===== config.mk =====
export PLATFORM = sky130hd
export DESIGN_NAME = audio_fifo_ctl
export DESIGN_NICKNAME = d
export VERILOG_FILES = /design/src/rtl/afc_pkg.sv /design/src/rtl/afc_fifo.sv /design/src/rtl/afc_sticky.sv /design/src/rtl/audio_fifo_ctl.sv
export SDC_FILE = /design/constraint.sdc
export NUM_CORES = 2
export LEC_CHECK = 0
export BUFFER_PORTS_ARGS = -buffer_cell sky130_fd_sc_hd__buf_2
export CORE_MARGIN = 2
export CORE_UTILIZATION = 62
export DETAILED_ROUTE_END_ITERATION = 7
export PLACE_DENSITY = 0.85
export SLEW_MARGIN = 20
export SYNTH_ARGS = -nofsm -noshare
export SYNTH_HDL_FRONTEND = slang
export SYNTH_HIERARCHICAL = 1
export SYNTH_SLANG_ARGS = --single-unit

===== constraint.sdc =====
create_clock -name clk -period 3.7 [get_ports clk]
set_input_delay 0.185 -clock clk [delete_from_list [all_inputs] [get_ports clk]]
set_output_delay 0.185 -clock clk [all_outputs]
set_load 0.1 [all_outputs]

===== src/rtl/afc_pkg.sv =====
package afc_pkg;
    typedef enum logic [1:0] {
        ADDR_CTRL = 2'd0,
        ADDR_STAT = 2'd1,
        ADDR_TXD  = 2'd2,
        ADDR_RXD  = 2'd3
    } afc_addr_e;

    // control word layout
    localparam int CTL_TXRST     = 0;
    localparam int CTL_RXRST     = 1;
    localparam int CTL_TXIE      = 2;
    localparam int CTL_RXIE      = 3;
    localparam int CTL_ERRIE_LSB = 4;
    localparam int CTL_SOFT      = 8;
    localparam int CTL_TXTHR_LSB = 16;
    localparam int CTL_RXTHR_LSB = 24;

    // status word layout
    localparam int ST_RXREQ     = 0;
    localparam int ST_ERR_LSB   = 1;
    localparam int ST_RXCNT_LSB = 8;
    localparam int ST_TXREQ     = 16;
    localparam int ST_TXCNT_LSB = 24;
    localparam int ST_CNT_W     = 6;

    // error flag order, shared by status and enable fields
    localparam int NERR      = 4;
    localparam int ERR_TXUDF = 0;
    localparam int ERR_TXOVF = 1;
    localparam int ERR_RXUDF = 2;
    localparam int ERR_RXOVF = 3;

    // sticky flag vector order
    localparam int FL_TXREQ   = 0;
    localparam int FL_RXREQ   = 1;
    localparam int FL_ERR_LSB = 2;
    localparam int NFLAG      = 2 + NERR;
endpackage


===== src/rtl/afc_fifo.sv =====
module afc_fifo #(
    parameter int DEPTH = 32,
    parameter int DW    = 32
) (
    input  logic                         clk,
    input  logic                         rst_n,
    input  logic                         flush,
    input  logic                         push,
    input  logic [DW-1:0]                wdata,
    input  logic                         pop,
    output logic [DW-1:0]                rdata,
    output logic [$clog2(DEPTH+1)-1:0]   count,
    output logic                         full,
    output logic                         empty
);
    localparam int AW    = (DEPTH > 1) ? $clog2(DEPTH) : 1;
    localparam int CNT_W = $clog2(DEPTH + 1);

    typedef struct packed {
        logic [AW-1:0]    rd;
        logic [AW-1:0]    wr;
        logic [CNT_W-1:0] cnt;
    } fifo_st_t;

    fifo_st_t st_d, st_q;
    logic [DW-1:0] mem [DEPTH];
    logic do_push, do_pop;

    always_comb begin
        do_push = push && !full;
        do_pop  = pop && !empty;
        st_d    = st_q;
        if (flush) begin
            st_d = '0;
        end else begin
            if (do_push) st_d.wr = (st_q.wr == AW'(DEPTH - 1)) ? '0 : st_q.wr + AW'(1);
            if (do_pop)  st_d.rd = (st_q.rd == AW'(DEPTH - 1)) ? '0 : st_q.rd + AW'(1);
            st_d.cnt = st_q.cnt + CNT_W'(do_push) - CNT_W'(do_pop);
        end
    end

    always_ff @(posedge clk or negedge rst_n) begin
        if (!rst_n) st_q <= '0;
        else        st_q <= st_d;
    end

    always_ff @(posedge clk) begin
        if (do_push && !flush) mem[st_q.wr] <= wdata;
    end

    assign rdata = mem[st_q.rd];
    assign count = st_q.cnt;
    assign full  = (st_q.cnt == CNT_W'(DEPTH));
    assign empty = (st_q.cnt == '0);
endmodule


===== src/rtl/afc_sticky.sv =====
module afc_sticky #(
    parameter int N = 6
) (
    input  logic         clk,
    input  logic         rst_n,
    input  logic         clr_all,
    input  logic [N-1:0] set,
    input  logic         wr_en,
    input  logic [N-1:0] keep,
    output logic [N-1:0] flags
);
    logic [N-1:0] flags_d, flags_q;

    always_comb begin
        if (clr_all) flags_d = '0;
        else         flags_d = (flags_q & (wr_en ? keep : {N{1'b1}})) | set;
    end

    always_ff @(posedge clk or negedge rst_n) begin
        if (!rst_n) flags_q <= '0;
        else        flags_q <= flags_d;
    end

    assign flags = flags_q;
endmodule


===== src/rtl/audio_fifo_ctl.sv =====
module audio_fifo_ctl #(
    parameter int DEPTH = 32,
    parameter int DW    = 32
) (
    input  logic          clk,
    input  logic          rst_n,
    input  logic          reg_wr,
    input  logic          reg_rd,
    input  logic [1:0]    reg_addr,
    input  logic [31:0]   reg_wdata,
    output logic [31:0]   reg_rdata,
    output logic          ser_tx_valid,
    input  logic          ser_tx_ready,
    output logic [DW-1:0] ser_tx_data,
    input  logic          ser_rx_valid,
    output logic          ser_rx_ready,
    input  logic [DW-1:0] ser_rx_data,
    input  logic          ser_tx_udf,
    input  logic          ser_rx_ovf,
    output logic          irq_tx_req,
    output logic          irq_rx_req,
    output logic          irq_err
);
    import afc_pkg::*;

    localparam int CNT_W = $clog2(DEPTH + 1);
    localparam int TW    = $clog2(DEPTH);

    typedef struct packed {
        logic [TW-1:0]   rx_thr;
        logic [TW-1:0]   tx_thr;
        logic [NERR-1:0] err_ie;
        logic            rx_ie;
        logic            tx_ie;
        logic            rx_rst;
        logic            tx_rst;
    } ctrl_t;

    ctrl_t ctrl_d, ctrl_q;
    afc_addr_e addr;
    logic ctrl_wr, stat_wr, txd_wr, rxd_rd, soft_rst, tx_hold;
    logic [CNT_W-1:0] tx_cnt, rx_cnt;
    logic tx_full, tx_empty, rx_full, rx_empty;
    logic [DW-1:0] rx_dout;
    logic [NFLAG-1:0] flag_set, flag_keep, flag_vec;
    logic [31:0] ctrl_img, stat_img;

    assign addr     = afc_addr_e'(reg_addr);
    assign ctrl_wr  = reg_wr && (addr == ADDR_CTRL);
    assign stat_wr  = reg_wr && (addr == ADDR_STAT);
    assign txd_wr   = reg_wr && (addr == ADDR_TXD);
    assign rxd_rd   = reg_rd && (addr == ADDR_RXD);
    assign soft_rst = ctrl_wr && reg_wdata[CTL_SOFT];
    assign tx_hold  = ctrl_q.tx_rst;

    always_comb begin
        ctrl_d = ctrl_q;
        if (soft_rst) begin
            ctrl_d = '0;
        end else if (ctrl_wr) begin
            ctrl_d.tx_rst = reg_wdata[CTL_TXRST];
            ctrl_d.rx_rst = reg_wdata[CTL_RXRST];
            ctrl_d.tx_ie  = reg_wdata[CTL_TXIE];
            ctrl_d.rx_ie  = reg_wdata[CTL_RXIE];
            ctrl_d.err_ie = reg_wdata[CTL_ERRIE_LSB +: NERR];
            ctrl_d.tx_thr = reg_wdata[CTL_TXTHR_LSB +: TW];
            ctrl_d.rx_thr = reg_wdata[CTL_RXTHR_LSB +: TW];
        end
    end

    always_ff @(posedge clk or negedge rst_n) begin
        if (!rst_n) ctrl_q <= '0;
        else        ctrl_q <= ctrl_d;
    end

    afc_fifo #(.DEPTH(DEPTH), .DW(DW)) u_txq (
        .clk   (clk),
        .rst_n (rst_n),
        .flush (soft_rst || ctrl_q.tx_rst),
        .push  (txd_wr && !ctrl_q.tx_rst),
        .wdata (DW'(reg_wdata)),
        .pop   (ser_tx_valid && ser_tx_ready),
        .rdata (ser_tx_data),
        .count (tx_cnt),
        .full  (tx_full),
        .empty (tx_empty)
    );

    assign ser_tx_valid = !tx_empty;
    assign ser_rx_ready = !rx_full && !ctrl_q.rx_rst;

    afc_fifo #(.DEPTH(DEPTH), .DW(DW)) u_rxq (
        .clk   (clk),
        .rst_n (rst_n),
        .flush (soft_rst || ctrl_q.rx_rst),
        .push  (ser_rx_valid && ser_rx_ready),
        .wdata (ser_rx_data),
        .pop   (rxd_rd),
        .rdata (rx_dout),
        .count (rx_cnt),
        .full  (rx_full),
        .empty (rx_empty)
    );

    always_comb begin
        flag_set = '0;
        flag_set[FL_TXREQ] = tx_cnt <= CNT_W'(ctrl_q.tx_thr);
        flag_set[FL_RXREQ] = rx_cnt >  CNT_W'(ctrl_q.rx_thr);
        flag_set[FL_ERR_LSB + ERR_TXUDF] = ser_tx_udf;
        flag_set[FL_ERR_LSB + ERR_TXOVF] = txd_wr && tx_full;
        flag_set[FL_ERR_LSB + ERR_RXUDF] = rxd_rd && rx_empty;
        flag_set[FL_ERR_LSB + ERR_RXOVF] = ser_rx_ovf;
        flag_keep = '0;
        flag_keep[FL_TXREQ] = reg_wdata[ST_TXREQ];
        flag_keep[FL_RXREQ] = reg_wdata[ST_RXREQ];
        flag_keep[FL_ERR_LSB +: NERR] = reg_wdata[ST_ERR_LSB +: NERR];
    end

    afc_sticky #(.N(NFLAG)) u_flags (
        .clk     (clk),
        .rst_n   (rst_n),
        .clr_all (soft_rst),
        .set     (flag_set),
        .wr_en   (stat_wr),
        .keep    (flag_keep),
        .flags   (flag_vec)
    );

    assign irq_tx_req = flag_vec[FL_TXREQ] && ctrl_q.tx_ie;
    assign irq_rx_req = flag_vec[FL_RXREQ] && ctrl_q.rx_ie;
    assign irq_err    = |(flag_vec[FL_ERR_LSB +: NERR] & ctrl_q.err_ie);

    always_comb begin
        ctrl_img = '0;
        ctrl_img[CTL_TXRST] = ctrl_q.tx_rst;
        ctrl_img[CTL_RXRST] = ctrl_q.rx_rst;
        ctrl_img[CTL_TXIE]  = ctrl_q.tx_ie;
        ctrl_img[CTL_RXIE]  = ctrl_q.rx_ie;
        ctrl_img[CTL_ERRIE_LSB +: NERR] = ctrl_q.err_ie;
        ctrl_img[CTL_TXTHR_LSB +: TW]   = ctrl_q.tx_thr;
        ctrl_img[CTL_RXTHR_LSB +: TW]   = ctrl_q.rx_thr;
        stat_img = '0;
        stat_img[ST_TXREQ] = flag_vec[FL_TXREQ];
        stat_img[ST_RXREQ] = flag_vec[FL_RXREQ];
        stat_img[ST_ERR_LSB +: NERR]     = flag_vec[FL_ERR_LSB +: NERR];
        stat_img[ST_TXCNT_LSB +: ST_CNT_W] = ST_CNT_W'(tx_cnt);
        stat_img[ST_RXCNT_LSB +: ST_CNT_W] = ST_CNT_W'(rx_cnt);
        case (addr)
            ADDR_CTRL: reg_rdata = ctrl_img;
            ADDR_STAT: reg_rdata = stat_img;
            ADDR_RXD:  reg_rdata = rx_empty ? '0 : 32'(rx_dout);
            default:   reg_rdata = '0;
        endcase
    end
endmodule


== After elaboration in Yosys (flattened, before gate mapping) ==
Memory sizes are Yosys's and may differ from the RTL's.
Cells that the tools add are included.

* Memories kept: 2
* Memory bits (writable): 2,048
* Logic and storage cells: 96
* Register bits after elaboration: 56

* Eq/ne operators: 9
* $lt $le $gt $ge: 2
* Reduce and logical (&&, ||, !) cells: 38
* Mux-type cells: 20
* $add $sub $neg: 8
* Bitwise gates (word level): 3

{| class="wikitable"
|+ Memory list
! memory !! depth !! bits a word !! read ports !! clocked after memory_dff !! wr ports !! line !! source
|-
| u_rxq.mem || 32 || 32 || 1 || 0 || 1 || afc_fifo.sv:26 || <nowiki>logic [DW-1:0] mem [DEPTH];</nowiki>
|-
| u_txq.mem || 32 || 32 || 1 || 0 || 1 || afc_fifo.sv:26 ||
|}

{| class="wikitable"
|+ Operator list
! cell !! count
|-
| $pmux W32 S3 || 1
|-
| $mux W5 || 8
|-
| $mux W18 || 2
|-
| $mux W16 || 2
|-
| $mux W32 || 1
|-
| $add A5 B1 Y5 const B || 4
|-
| $eq A5 B5 Y1 const B || 4
|-
| $logic_and A1 B1 Y1 || 19
|-
| $add A6 B1 Y6 || 2
|-
| $eq A6 B6 Y1 const B || 2
|-
| $logic_not A6 Y1 || 2
|-
| $mux W6 || 2
|-
| $sub A6 B1 Y6 || 2
|-
| $reduce_bool A2 Y1 || 5
|-
| $logic_not A1 Y1 || 8
|-
| $and A6 B6 Y6 || 1
|-
| $gt A6 B5 Y1 || 1
|-
| $le A6 B5 Y1 || 1
|-
| $or A6 B6 Y6 || 1
|-
| $and A4 B4 Y4 || 1
|-
| $eq A2 B2 Y1 const B || 2
|-
| $mux W1 || 4
|-
| $reduce_or A4 Y1 || 1
|-
| $eq A2 B1 Y1 const B || 1
|-
| other kinds (2) || 3
|}

== Logic depth before layout (Yosys ltp) ==
* Word-level depth: 8
* Depth in mapped cells: 16
* Gate-level depth less buffers: 15

== Hierarchy ==
The synthesis kept the hierarchy.

{| class="wikitable"
|+ By module, submodules not included
! module !! area each (um^2) !! cells each !! sequential area each (um^2) !! times used
|-
| afc_fifo at u_rxq || 40,398.7 || 2,051 || 31,149.9 || 1
|-
| afc_fifo at u_txq || 40,397.5 || 2,052 || 31,149.9 || 1
|-
| audio_fifo_ctl || 1,711.6 || 212 || 450.4 || 1
|-
| afc_sticky || 307.8 || 24 || 150.1 || 1
|}

== Worst setup path before layout ==
OpenSTA, ideal clock, no wires.

* Path type: register to register
* Start: reg u_rxq.st_q, in the netlist u_rxq/count[2]
* End: mem u_rxq.mem[30][0] (enable)
* Setup slack: -985 ps
* Stages on the path, launching flop included: 9
* Path buffers: 0
* Data arrival time: 4,264 ps
* Period minus slack after synthesis: 4,685 ps
* Path through: dfrtp_1 > inv_1 > ha_1 > nor4bb_1 > nor2_1 > and2_1 > nor3b_1 > nand2_1 > nor2_1

* Word-level cells in the longest chain between the ends: 8

{| class="wikitable"
|+ Ends and longest elaborated chain
! element !! line !! source
|-
| start, declared || afc_fifo.sv:25 || <nowiki>fifo_st_t st_d, st_q;</nowiki>
|-
| start signal, assigned || afc_fifo.sv:44 || <nowiki>else st_q <= st_d;</nowiki>
|-
| $eq A6 B6 Y1 || afc_fifo.sv:53 || <nowiki>assign full = (st_q.cnt == CNT_W'(DEPTH));</nowiki>
|-
| net rx_full || audio_fifo_ctl.sv:43 || <nowiki>logic tx_full, tx_empty, rx_full, rx_empty;</nowiki>
|-
| $logic_not A1 Y1 || audio_fifo_ctl.sv:90 || <nowiki>assign ser_rx_ready = !rx_full && !ctrl_q.rx_rst;</nowiki>
|-
| $logic_and A1 B1 Y1 || audio_fifo_ctl.sv:90 ||
|-
| net ser_rx_ready || audio_fifo_ctl.sv:16 || <nowiki>output logic ser_rx_ready,</nowiki>
|-
| $logic_and A1 B1 Y1 || audio_fifo_ctl.sv:96 || <nowiki>.push (ser_rx_valid && ser_rx_ready),</nowiki>
|-
| $logic_and A1 B1 Y1 || afc_fifo.sv:30 || <nowiki>do_push = push && !full;</nowiki>
|-
| $logic_and A1 B1 Y1 || afc_fifo.sv:48 || <nowiki>if (do_push && !flush) mem[st_q.wr] <= wdata;</nowiki>
|-
| $mux W1 || afc_fifo.sv:48 ||
|-
| $mux W1 (implied by the code) || afc_fifo.sv:48 ||
|-
| end, declared || afc_fifo.sv:26 ||
|}

The timed path passes the listed nets, and every way through them passes these cells.

== Worst setup path in the final report ==
* Start: reg u_rxq/st_q[12] (netlist name)
* End: out reg_rdata[4]

* Word-level cells in the longest chain between the ends: 3

{| class="wikitable"
|+ Ends and longest elaborated chain
! element !! line !! source
|-
| $mem_v2 Z32 W32 || -- ||
|-
| net rx_dout[4] || audio_fifo_ctl.sv:44 || <nowiki>logic [DW-1:0] rx_dout;</nowiki>
|-
| $mux W32 || audio_fifo_ctl.sv:151 || <nowiki>ADDR_RXD: reg_rdata = rx_empty ? '0 : 32'(rx_dout);</nowiki>
|-
| $pmux W32 S3 || audio_fifo_ctl.sv:148 || <nowiki>case (addr)</nowiki>
|-
| end, declared || audio_fifo_ctl.sv:11 || <nowiki>output logic [31:0] reg_rdata,</nowiki>
|}

The timed path passes the listed nets, and every way through them passes these cells.

==> impl_results.md <==
- RSZ-0062 raised after global routing: yes
- Failing checks: setup timing
- Max-slew violation count: 0
- Relative slew slack: 0.340
- Met2 Usage GRT: 0.589
- Netlist Area Pre-Place: between 80,000 and 90,000 sq um
- Most common cell after layout, fill and taps aside: edfxtp_1
- Starting density of the core: 0.623
- Final nets: ~4,900
- CTS buffer count: about 190
- Design Area, Final: 96,900 sq um
- Core area: 133,000 sq um
- Min Hold Slack: ~0.10 ns
- Setup violations, final: 38
- Post-DP Area: 87,600 sq um
- Setup WS post-layout: -0.237 ns
- Chip height: 369 um
- Fill cells: ~6,600
- Synth warn: 6
- DRT Pass-1 Iters: 8
- HP Class: input port to async pin
- Pwr dens: ~640 nW/um^2
- WL final: between 200,000 and 300,000 um
- Met1 GRT Util: 0.440
- Ports: 143
- Gpl congestion: between 0.8 and 0.9
- Number of synthesized register bits: between 2,000 and 2,500
- First-pass GRT wire length: between 300,000 and 400,000 um
- Clock Skew: just over 0.03 ns
- Post-DRT Antenna Nets: 0
- Crit path DAT: between 3 and 4 ns
- Status: finished, violations left
- Pre-CTS setup slack: between 0.2 and 0.3 ns
- CP startpoint kind: flip-flop
- H-Tree Level Count: 4
- GR Layer Usage met3: 0.123
- CTS tree: yes
- Max Cap Viol: 0
- Drt wl/cell: just under 40 um
- GR Util All Layers: 0.371
- Critical path type: flip-flop to output pin
- Routed vias/inst: 7.47
- Final min period: approximately 3.9 ns
- GR peak layer: met2
- Final hold violation count: 0
- Pin count of the biggest net entering global routing: 74
- Crit end category: output pin
- Avg Inst Size Synth: approximately 19 sq um
- PortBufs: ~140
- Initial antenna violation count: 15
- Util after Layout: 0.729
- Drt drc: 0
- Die X: between 300 and 400 um
- Post-synthesis sequential area ratio: 0.760
- Clock Path Buffers: 3
- Post-DP HPWL: 123,000 um
- Vias in the first global route: roughly 50,000
- Fmax: roughly 250 MHz
- Clock sink count: 2,104
- DR iter-0 viols: approximately 9,700
- Overflow after GRT: 0
- Crit Path Max Fanout: 19
- Most frequent cells in the layout: 2,048 x edfxtp_1, 368 x mux2_2, 256 x mux4_2
- Routed via count: ~50,000
- Slew @ Worst Pin: between 0.9 and 1 ns
- Ys async rst share: 0.0266
- Peak supply drop: roughly 650 uV
- Worst EP required: 3.51 ns
- Die area: 137,000 sq um
- Layout cells sized above 1: 0.312
- Worst-skew pair later-pin latency: ~0.84 ns
- Setup Total Neg Slack: -4.67 ns
- Post-synth top flop: edfxtp_1
- Final period util: 1.06
- Post-synthesis cell type count: 57
- Reg clk slew, reported paths: around 0.07 ns
- Area Growth Syn to Fin: 17.1%
- Leak pwr: 31.0 nW
- Clk root buf: clkbuf_16
- Post-synth EDFFs: 2,048
- Rows: around 130
- Mapped Nets: ~4,500
- Syn Inst Count: around 4,300
critical path: stages (launching register included):
cell	delay, ns
dfrtp_4	0.51
buf_4	0.18
buf_4	0.16
or2_4	0.33
buf_12	0.19
buf_12	0.17
o22ai_1	0.19
nor3_1	0.09
or4_1	0.58
nand3_1	0.14
o21ai_2	0.10
buf_6	0.23
metrics by stage:
stage / cells / total power [W]
after floorplan: 4339 / 0.0360
after global placement: 6201 / 0.0390
after detailed placement: 6201 / 0.0394
after CTS: 6689 / 0.0602
after global routing: 6720 / 0.0627
final: 6733 / 0.0617
logic make-up after synthesis:
family / share of synthesized area
flops: 0.760
fa+ha+maj: 0.00683
mux: 0.124
compound gates: 0.0493
buf+inv: 0.0171
xor+xnor: 0.000423
simple gates: 0.0429
flip-flops by register name, summed over array words and instances (netlist names):
register,cells
u_rxq/mem,1024
u_txq/count,6
u_flags/flags,6
u_rxq/st_q,10
ctrl_img,17
u_rxq/count,6
u_txq/mem,1024
u_txq/st_q,10
tx_hold,1
what timing repair did:
item,in CTS,in global routing
hold buffers,69,0
pin swaps,24,18
cloned,18,5
setup buffers,49,27
hold endpoints to repair,2087,0
gates resized for setup,239,87
endpoints found under the setup margin,64,56
per-layer routing:
metal | routed length (um) | vias up
met1 | 76300 | 24700
met3 | 39700 | 1462
met5 | 124 | -
met4 | 20900 | 16
li1 | - | 18600
met2 | 123000 | 5532
final cells by class:
cell class / instances / area [sq um] / share of cell area
multi-input combinational: 1934 / 19600 / 0.202
sequential: 2104 / 62900 / 0.649
clock inverter: 106 / 1070 / 0.0111
timing repair buffer: 523 / 5850 / 0.0603
clock buffer: 246 / 5140 / 0.0531
tap: 1768 / 2210 / 0.0228
inverter: 36 / 135 / 0.00139
antenna: 16 / 40.0 / 0.000413
final timing paths:
path                           startpoint              to  slack [ns]  depth (start not counted)
max                        u_rxq/st_q[12]    reg_rdata[4]       -0.24                         11
max in group asynchronous           rst_n  u_rxq/st_q[12]        2.69                          3
min reg2reg                  ctrl_img[16]    ctrl_img[16]        0.53                          2
min                                 rst_n  u_txq/st_q[14]        0.10                          2
max reg2reg                u_txq/count[3]  u_txq/count[4]        0.28                         13
min in group clk             ser_rx_valid   u_rxq/st_q[6]        0.11                          6
power by group:
| part | internal [W] | switching, W |
|---|---|---|
| logic | 0.00521 | 0.00926 |
| registers | 0.0266 | 0.000365 |
| clock network | 0.0112 | 0.00907 |
cell usage after synthesis (7+ instances only):
cell type,instances,area [sq um]
o22ai_1,129,807
mux4_2,256,5770
nand3_1,18,90.1
a31oi_1,7,43.8
a22o_1,128,1120
buf_1,15,56.3
nor3_1,132,661
ha_1,42,526
clkbuf_1,177,664
buf_6,23,259
mux2_1,16,180
o21ai_0,150,751
nor2_1,102,383
mux2_2,368,4140
inv_1,36,135
a32o_1,7,70.1
o21ai_1,8,40.0
and3_1,15,93.8
o21ai_2,10,87.6
mux2i_1,17,170
buf_4,14,105
a211oi_1,129,968
nand2b_1,29,181
edfxtp_1,2048,61500
buf_2,37,185
nand2_1,49,184
nor2b_1,151,945
dfrtp_1,56,1400
a21oi_1,25,125
or4_1,68,510
(Power assumes the default switching activity.)
